**src/rtl/spp_pkg.sv**
```systemverilog
package spp_pkg;

    localparam int unsigned DEF_SAMPLE_W = 24;

    typedef enum logic {
        PH_EMPTY = 1'b0,
        PH_HALF  = 1'b1
    } pair_ph_e;

    typedef enum logic {
        CH_LEFT  = 1'b0,
        CH_RIGHT = 1'b1
    } chan_e;

    typedef struct packed {
        logic  mono;
        chan_e chan;
    } pack_cfg_t;

endpackage

```
**src/rtl/spp_cfg_watch.sv**
```systemverilog
module spp_cfg_watch
    import spp_pkg::*;
(
    input  logic clk,
    input  logic rst,
    input  logic mono_en,
    input  logic chan_sel,
    output logic cfg_change
);

    pack_cfg_t cfg_d, cfg_q;
    pack_cfg_t cfg_now;

    always_comb begin
        cfg_now.mono = mono_en;
        cfg_now.chan = chan_e'(chan_sel);
        cfg_d        = cfg_now;
        cfg_change   = (cfg_now.mono != cfg_q.mono) ||
                       (cfg_now.chan != cfg_q.chan);
    end

    always_ff @(posedge clk) begin
        if (rst) begin
            cfg_q.mono <= 1'b0;
            cfg_q.chan <= CH_LEFT;
        end else begin
            cfg_q <= cfg_d;
        end
    end

endmodule

```
**src/rtl/spp_chan_pick.sv**
```systemverilog
module spp_chan_pick
    import spp_pkg::*;
#(
    parameter int unsigned SAMPLE_W = DEF_SAMPLE_W
) (
    input  logic [SAMPLE_W-1:0] left_w,
    input  logic [SAMPLE_W-1:0] right_w,
    input  logic                chan_sel,
    output logic [SAMPLE_W-1:0] picked_w
);

    chan_e sel_chan;

    always_comb begin
        sel_chan = chan_e'(chan_sel);
        unique case (sel_chan)
            CH_RIGHT: picked_w = right_w;
            default:  picked_w = left_w;
        endcase
    end

endmodule

```
**src/rtl/spp_pair_core.sv**
```systemverilog
module spp_pair_core
    import spp_pkg::*;
#(
    parameter int unsigned SAMPLE_W = DEF_SAMPLE_W
) (
    input  logic                clk,
    input  logic                rst,
    input  logic                in_valid,
    input  logic                mono_en,
    input  logic                cfg_change,
    input  logic                cs_sel,
    input  logic [SAMPLE_W-1:0] left_w,
    input  logic [SAMPLE_W-1:0] right_w,
    input  logic [SAMPLE_W-1:0] picked_w,
    output logic                frm_valid,
    output logic [SAMPLE_W-1:0] frm_a,
    output logic [SAMPLE_W-1:0] frm_b,
    output logic                frm_tag
);

    typedef struct packed {
        pair_ph_e            phase;
        logic [SAMPLE_W-1:0] hold;
        logic                ov;
        logic [SAMPLE_W-1:0] a;
        logic [SAMPLE_W-1:0] b;
        logic                tag;
    } core_st_t;

    core_st_t st_d, st_q;
    pair_ph_e eff_phase;

    always_comb begin
        st_d      = st_q;
        st_d.ov   = 1'b0;
        // a configuration change restarts pairing before the strobe is classified
        eff_phase = cfg_change ? PH_EMPTY : st_q.phase;
        st_d.phase = mono_en ? eff_phase : PH_EMPTY;

        if (in_valid) begin
            if (!mono_en) begin
                st_d.ov  = 1'b1;
                st_d.a   = left_w;
                st_d.b   = right_w;
                st_d.tag = cs_sel;
            end else if (eff_phase == PH_EMPTY) begin
                st_d.hold  = picked_w;
                st_d.phase = PH_HALF;
            end else begin
                st_d.ov    = 1'b1;
                st_d.a     = st_q.hold;
                st_d.b     = picked_w;
                st_d.tag   = cs_sel;
                st_d.phase = PH_EMPTY;
            end
        end
    end

    always_ff @(posedge clk) begin
        if (rst) begin
            st_q.phase <= PH_EMPTY;
            st_q.hold  <= '0;
            st_q.ov    <= 1'b0;
            st_q.a     <= '0;
            st_q.b     <= '0;
            st_q.tag   <= 1'b0;
        end else begin
            st_q <= st_d;
        end
    end

    assign frm_valid = st_q.ov;
    assign frm_a     = st_q.a;
    assign frm_b     = st_q.b;
    assign frm_tag   = st_q.tag;

endmodule

```
**src/rtl/subframe_pair_packer.sv**
```systemverilog
module subframe_pair_packer
    import spp_pkg::*;
#(
    parameter int unsigned SAMPLE_W = DEF_SAMPLE_W
) (
    input  logic                clk,
    input  logic                rst,
    input  logic                in_valid,
    input  logic [SAMPLE_W-1:0] in_left,
    input  logic [SAMPLE_W-1:0] in_right,
    input  logic                mono_en,
    input  logic                chan_sel,
    input  logic                cs_sel,
    output logic                out_valid,
    output logic [SAMPLE_W-1:0] out_a,
    output logic [SAMPLE_W-1:0] out_b,
    output logic                out_tag
);

    logic                cfg_change;
    logic [SAMPLE_W-1:0] picked_w;

    spp_cfg_watch u_cfg (
        .clk        (clk),
        .rst        (rst),
        .mono_en    (mono_en),
        .chan_sel   (chan_sel),
        .cfg_change (cfg_change)
    );

    spp_chan_pick #(.SAMPLE_W(SAMPLE_W)) u_pick (
        .left_w   (in_left),
        .right_w  (in_right),
        .chan_sel (chan_sel),
        .picked_w (picked_w)
    );

    spp_pair_core #(.SAMPLE_W(SAMPLE_W)) u_core (
        .clk        (clk),
        .rst        (rst),
        .in_valid   (in_valid),
        .mono_en    (mono_en),
        .cfg_change (cfg_change),
        .cs_sel     (cs_sel),
        .left_w     (in_left),
        .right_w    (in_right),
        .picked_w   (picked_w),
        .frm_valid  (out_valid),
        .frm_a      (out_a),
        .frm_b      (out_b),
        .frm_tag    (out_tag)
    );

endmodule

```
**config.mk**
```make
export PLATFORM = sky130hd
export DESIGN_NAME = subframe_pair_packer
export DESIGN_NICKNAME = d
export VERILOG_FILES = /design/src/rtl/spp_pkg.sv /design/src/rtl/spp_cfg_watch.sv /design/src/rtl/spp_chan_pick.sv /design/src/rtl/spp_pair_core.sv /design/src/rtl/subframe_pair_packer.sv
export SDC_FILE = /design/constraint.sdc
export NUM_CORES = 1
export LEC_CHECK = 0
export ABC_AREA = 0
export BUFFER_PORTS_ARGS = -buffer_cell sky130_fd_sc_hd__buf_2
export CAP_MARGIN = 20
export CORE_UTILIZATION = 30
export CTS_BUF_LIST = sky130_fd_sc_hd__clkbuf_16
export CTS_CLUSTER_SIZE = 8
export DETAILED_ROUTE_END_ITERATION = 10
export SYNTH_ARGS = -nofsm -noshare
export SYNTH_HDL_FRONTEND = slang
export SYNTH_SLANG_ARGS = --single-unit
```
**constraint.sdc**
```tcl
create_clock -name clk -period 2.2 [get_ports clk]
set_input_delay 0.44 -clock clk [delete_from_list [all_inputs] [get_ports clk]]
set_output_delay 0.44 -clock clk [all_outputs]
set_load 0.005 [all_outputs]
```
# Word level (Yosys, flattened, before mapping)
# Cells that the tools add are included.
[word_totals]
regBits = 77
output_inout_bits = 50
[classes]
eq_ne = 3
n_mux = 9
bitwise = 2
n_reduce_logical = 4
[ops]
columns = ["operator", "n"]
rows = [
  ["50-bit two-way mux", 2],
  ["75-bit two-way mux", 1],
  ["24-bit two-way mux", 2],
  ["25-bit two-way mux", 1],
  ["1-bit two-way mux", 3],
  ["3-bit AND reduction", 1],
  ["1-bit inequality test", 2],
  ["2-bit by 1-bit inequality test with 1-bit output (second input constant)", 1],
  ["1-bit NOT", 2],
  ["2-bit AND reduction", 1],
  ["2-bit OR reduction", 1],
  ["1-bit logical OR", 1],
]

# Depth between registers and ports, before layout
[logic_depth]
ltp_word = 6
depth_mapped = 6
depth_no_buf = 3

# Modules after synthesis
# A second synthesis with hierarchy kept.
[hier_totals]
hier_cells = 469
hier_area_um2 = 4286.6
[by_module_without_submodules]
columns = ["mod", "n_inst", "cells_per_inst", "area_per_inst_um2", "seq_area_each_um2"]
rows = [
  ["spp_pair_core", 1, 435, 3813.7, 1501.4],
  ["spp_chan_pick", 1, 27, 396.6, 0.0],
  ["spp_cfg_watch", 1, 7, 76.3, 40.0],
]

# Worst setup path after synthesis
# OpenSTA, ideal clock, no wires.
[synth_path]
kind = "input to register"
start = "input chan_sel"
end = "register u_core.st_q (netlist bit u_core.frm_b[10])"
setup_ns = 0.119
t_arrival_ns = 1.567
required_ns = 2.081
slack_ns = 0.514
cell_stages = 6
n_path_buf = 3
cell_sequence = "buf_6 > xor2_1 > or3_1 > buf_2 > buf_6 > o221a_1"
[synth_between]
elab_chain_len = 5
word_cells_on_any_way = 8
cone_classes = "eq/ne (2); mux (4); reduce/logical (2)"
[synth_rtl]
columns = ["item", "line", "rtl"]
rows = [
  ["from (decl)", "subframe_pair_packer.sv:12", "input logic chan_sel,"],
  ["1-bit inequality test", "spp_cfg_watch.sv:19", "(cfg_now.chan != cfg_q.chan);"],
  ["1-bit logical OR", "spp_cfg_watch.sv:18", "cfg_change = (cfg_now.mono != cfg_q.mono) ||"],
  ["1-bit two-way mux", "spp_pair_core.sv:37", "eff_phase = cfg_change ? PH_EMPTY : st_q.phase;"],
  ["2-bit by 1-bit inequality test with 1-bit output (no source line)", "--", ""],
  ["2-bit AND reduction (no source line)", "--", ""],
  ["to (signal assigned)", "spp_pair_core.sv:68", "st_q <= st_d;"],
  ["to (decl)", "spp_pair_core.sv:30", "core_st_t st_d, st_q;"],
]
# Parallel ways exist; a longest one is shown, timed or not. The select of a mux whose other input is x is not followed.
# A chain may end at the register's enable or synchronous reset.

# Worst setup path after layout
[layout_path]
start = "register u_core.st_q[74] (netlist bit)"
end = "register u_core.st_q[61] (netlist bit)"
[layout_between]
elab_chain_len = 3
[layout_rtl]
columns = ["item", "line"]
rows = [
  ["1-bit two-way mux", "spp_pair_core.sv:37"],
  ["1-bit NOT (no source line)", "--"],
  ["3-bit AND reduction (no source line)", "--"],
]
# Every way passes these cells.

==> results.md <==
- Worst-Margin Slew: ~0.89 ns
- Outcome: finished clean
- Synth top cells by count: dfxtp_1, buf_4, inv_1
- DR WL/cell: around 17 µm
- Critical Path RT: around 2.4 ns
- CTS buffer count: 9
- Relative max-transition margin: roughly two fifths
- Slew Limit Fails: 0
- Largest net degree at the start of global routing: 78
- CP top delay family: compound AO/OA/AOI/OAI gates
- Largest family of logic cells by synthesized area: compound AO/OA/AOI/OAI gates
- CP Max Fanout: 24
- Combinational share of power: 15.2%
- Slowest CP cell: a21o_1
- Dominant cells by area after synthesis: dfxtp_1, buf_4, a211oi_1, mux2_2, o221a_1
- Static leakage: about 0.002 µW
- Asr flop ratio synth: 0%
- Top_reg_cell synth: dfxtp_1
- Worst-Skew Late Latency: approximately 0.33 ns
- XOR/XNOR Fraction of Synth Area: 0.607%
- CTS root buf: clkbuf_16
- Post-route clock period utilization: 83.8%
- Dominant cell type by area after synthesis: dfxtp_1
- CTS tree: done
- Yosys warnings: 0
- Sequential Area: between 1500 and 2000 µm²
- Gr usage total: approximately 16%
- Mux contribution to synthesized area: around 6.8%
- CORE AREA: about 13,000 µm²
- Nets: between 500 and 600
- Post-DP HPWL: 7660 µm
- First-pass GRT wire length: approximately 18,000 µm
- Register area share after synthesis: 37.4%
- Post-synth EDFFs: 0
- Sum Neg Setup Slack: 0 ns
- # fillers: 1,355
- Initial Util: 31.0%
- # diodes: 0
- Final setup viols: 0
- P per Cell Area: roughly 750 nW/µm²
- Adder-cell share of the synthesized area: 0%
- Crit end category: register
- Iteration-0 DRC count of the detailed router: approximately 170
- Buf+Inv Stages, Crit Path: 0
- Worst Setup Path Type: register to register
- CTS sink cnt: 77
- Gate Count Post-Synth: 456
- Area of the multi-input gates: around 1900 µm²
- CTS resizes: 0
- Minimum clock period: ~1.8 ns
- Max cap viols: 0
- Post-Synth Simple-Gate Area: 7.47%
- Fin. Hold Viols: 0
- Row count: 42
- Fraction of layout cells with a size suffix above 1: about a third
- Top-count cell post-synth: dfxtp_1
- GPL Wtd Cong: 0.775
- Initial antenna violation count: 0
- Crit path DAT: about 2 ns
- Area growth from synthesis to layout: 16.4%
- Final WL: 11,300 µm
- Die Span Y: 119 µm
- Synth Area in Compound Gates: between 20% and 30%
- Peak VDD IR: roughly 0.32 mV
- Max Clock Skew: roughly 0.012 ns
- Net switching fraction of the power: about 27%
- I/O pins: about 100
- Routed Antenna Nets: 0
- Int Pwr: 2630 µW
- Psw: 961 µW
- FF+latch count, synth: between 70 and 80
- Via/cell ratio: 5.06
- Top cell type's share of synthesized area: 37.4%
- Syn Std Cell Area: a little over 4000 µm²
- RSZ-0062 raised after global routing: false
- Synthesized net count: between 500 and 600
- Vias in the first global route: 3,348
- DR DRC count: 0
- Max Freq: about 0.54 GHz
- Synth cell types: 28
- H-tree depth: 3
- Clock power share: roughly two fifths
- Final Power: between 3000 and 4000 µW
- CTS Buffer Depth: 2
- Port bufs: roughly 100
- Total number of vias: ~3,400
- Critical-path cell list: and2_2 > a21o_1 > a211oi_1
- Worst setup SP type: register
- 1st-pass router iterations: 4
- Clock transition at path regs: about 0.07 ns
- Reg power frac: 43.0%
- Worst Hold Class: primary input to register
- Overflow after GRT: 0
- Die footprint: ~14,000 µm²
- Die Width: between 100 and 150 µm
- Hold buffer count at CTS: 0
- Post-CTS setup buffers: 0
- Max incr delay on CP: between 0.7 and 0.8 ns
- Mean Syn Cell Area: between 9 and 10 µm²
-- layout by cell type (no fill, tap or decap), types with 2 or more instances in the layout --
cell type and count:
inv_1 49, a21oi_1 26, dfxtp_1 77, clkbuf_16 9
nand2b_1 3, o221a_1 20, buf_2 103, a221oi_1 24
nor2b_1 26, o221a_2 4, nand2_1 2, a211oi_1 48
buf_4 17, buf_12 3, a41oi_1 24, inv_6 2
mux2_2 24, nor2_1 24
-- cells by family (layout without fill, tap and decap cells) --
group,Yosys count,count (layout)
AO/OA/AOI/OAI,149,149
XOR/XNOR,2,2
buffers and inverters,143,188
flip-flops,77,77
multiplexers,25,25
AND/OR/NAND/NOR,60,60
-- layer usage --
layer / part of all wire [%] / global-route usage [%] / up-vias
met1: 49 / 21.7 / 1609
met4: 0.88 / 4.19 / 0
met2: 46 / 25.8 / 105
met5: 0 / 0 / -
li1: - / - / 1701
met3: 5.0 / 3.30 / 8
-- flip-flops by register name, summed over array words and instances (netlist names) --
signal / cells
u_core.frm_b: 24
u_core.frm_a: 24
u_core.st_q: 25
u_core.frm_tag: 1
u_cfg.cfg_q: 2
u_core.frm_valid: 1
-- through the flow --
step / utilization (%) / std cells / hold slack, ns / area [µm²] / setup WS (ns)
after floorplan: - / 456 / 0.434 / 4120 / 0.514
after global placement: 33.8 / 661 / 0.444 / 4500 / 0.326
after detailed placement: 33.8 / 661 / 0.447 / 4500 / 0.280
after CTS: 36.1 / 677 / 0.368 / 4800 / 0.353
after global routing: 36.1 / 677 / 0.394 / 4800 / 0.193
final: 36.1 / 677 / 0.374 / 4800 / 0.357
-- final cells by class --
class | count | area share, %
Clock buffer | 9 | 4.69
Clock inverter | 7 | 1.51
Inverter | 49 | 3.83
Multi-Input combinational cell | 236 | 38.6
Sequential cell | 77 | 32.1
Tap cell | 176 | 4.59
Timing Repair Buffer | 123 | 14.7
-- power by group through the flow --
stage               logic [µW]  registers (µW)  clock network, µW
finish                     545            1540               1500
global route               602            1550               1590
detailed placement         547            1570                  0
global placement           535            1570                  0
CTS                        549            1540               1530
floorplan                  407            1560                  0
-- final timing paths --
path | end | depth (start not counted) | slack (ns) | from
worst max register to register | u_core.st_q[61] | 3 | 0.36 | u_core.st_q[74]
worst min-delay path | u_core.frm_tag | 3 | 0.37 | cs_sel
worst min register to register | u_core.st_q[67] | 2 | 0.46 | u_core.st_q[67]
worst max-delay path | u_core.st_q[61] | 3 | 0.36 | u_core.st_q[74]
-- worst min-delay path: cells and delay by family --
family        cells  cell delay, ns
simple gates      1            0.05
mux               1            0.06
buf+inv           1            0.09
(Power assumes the default switching activity.)
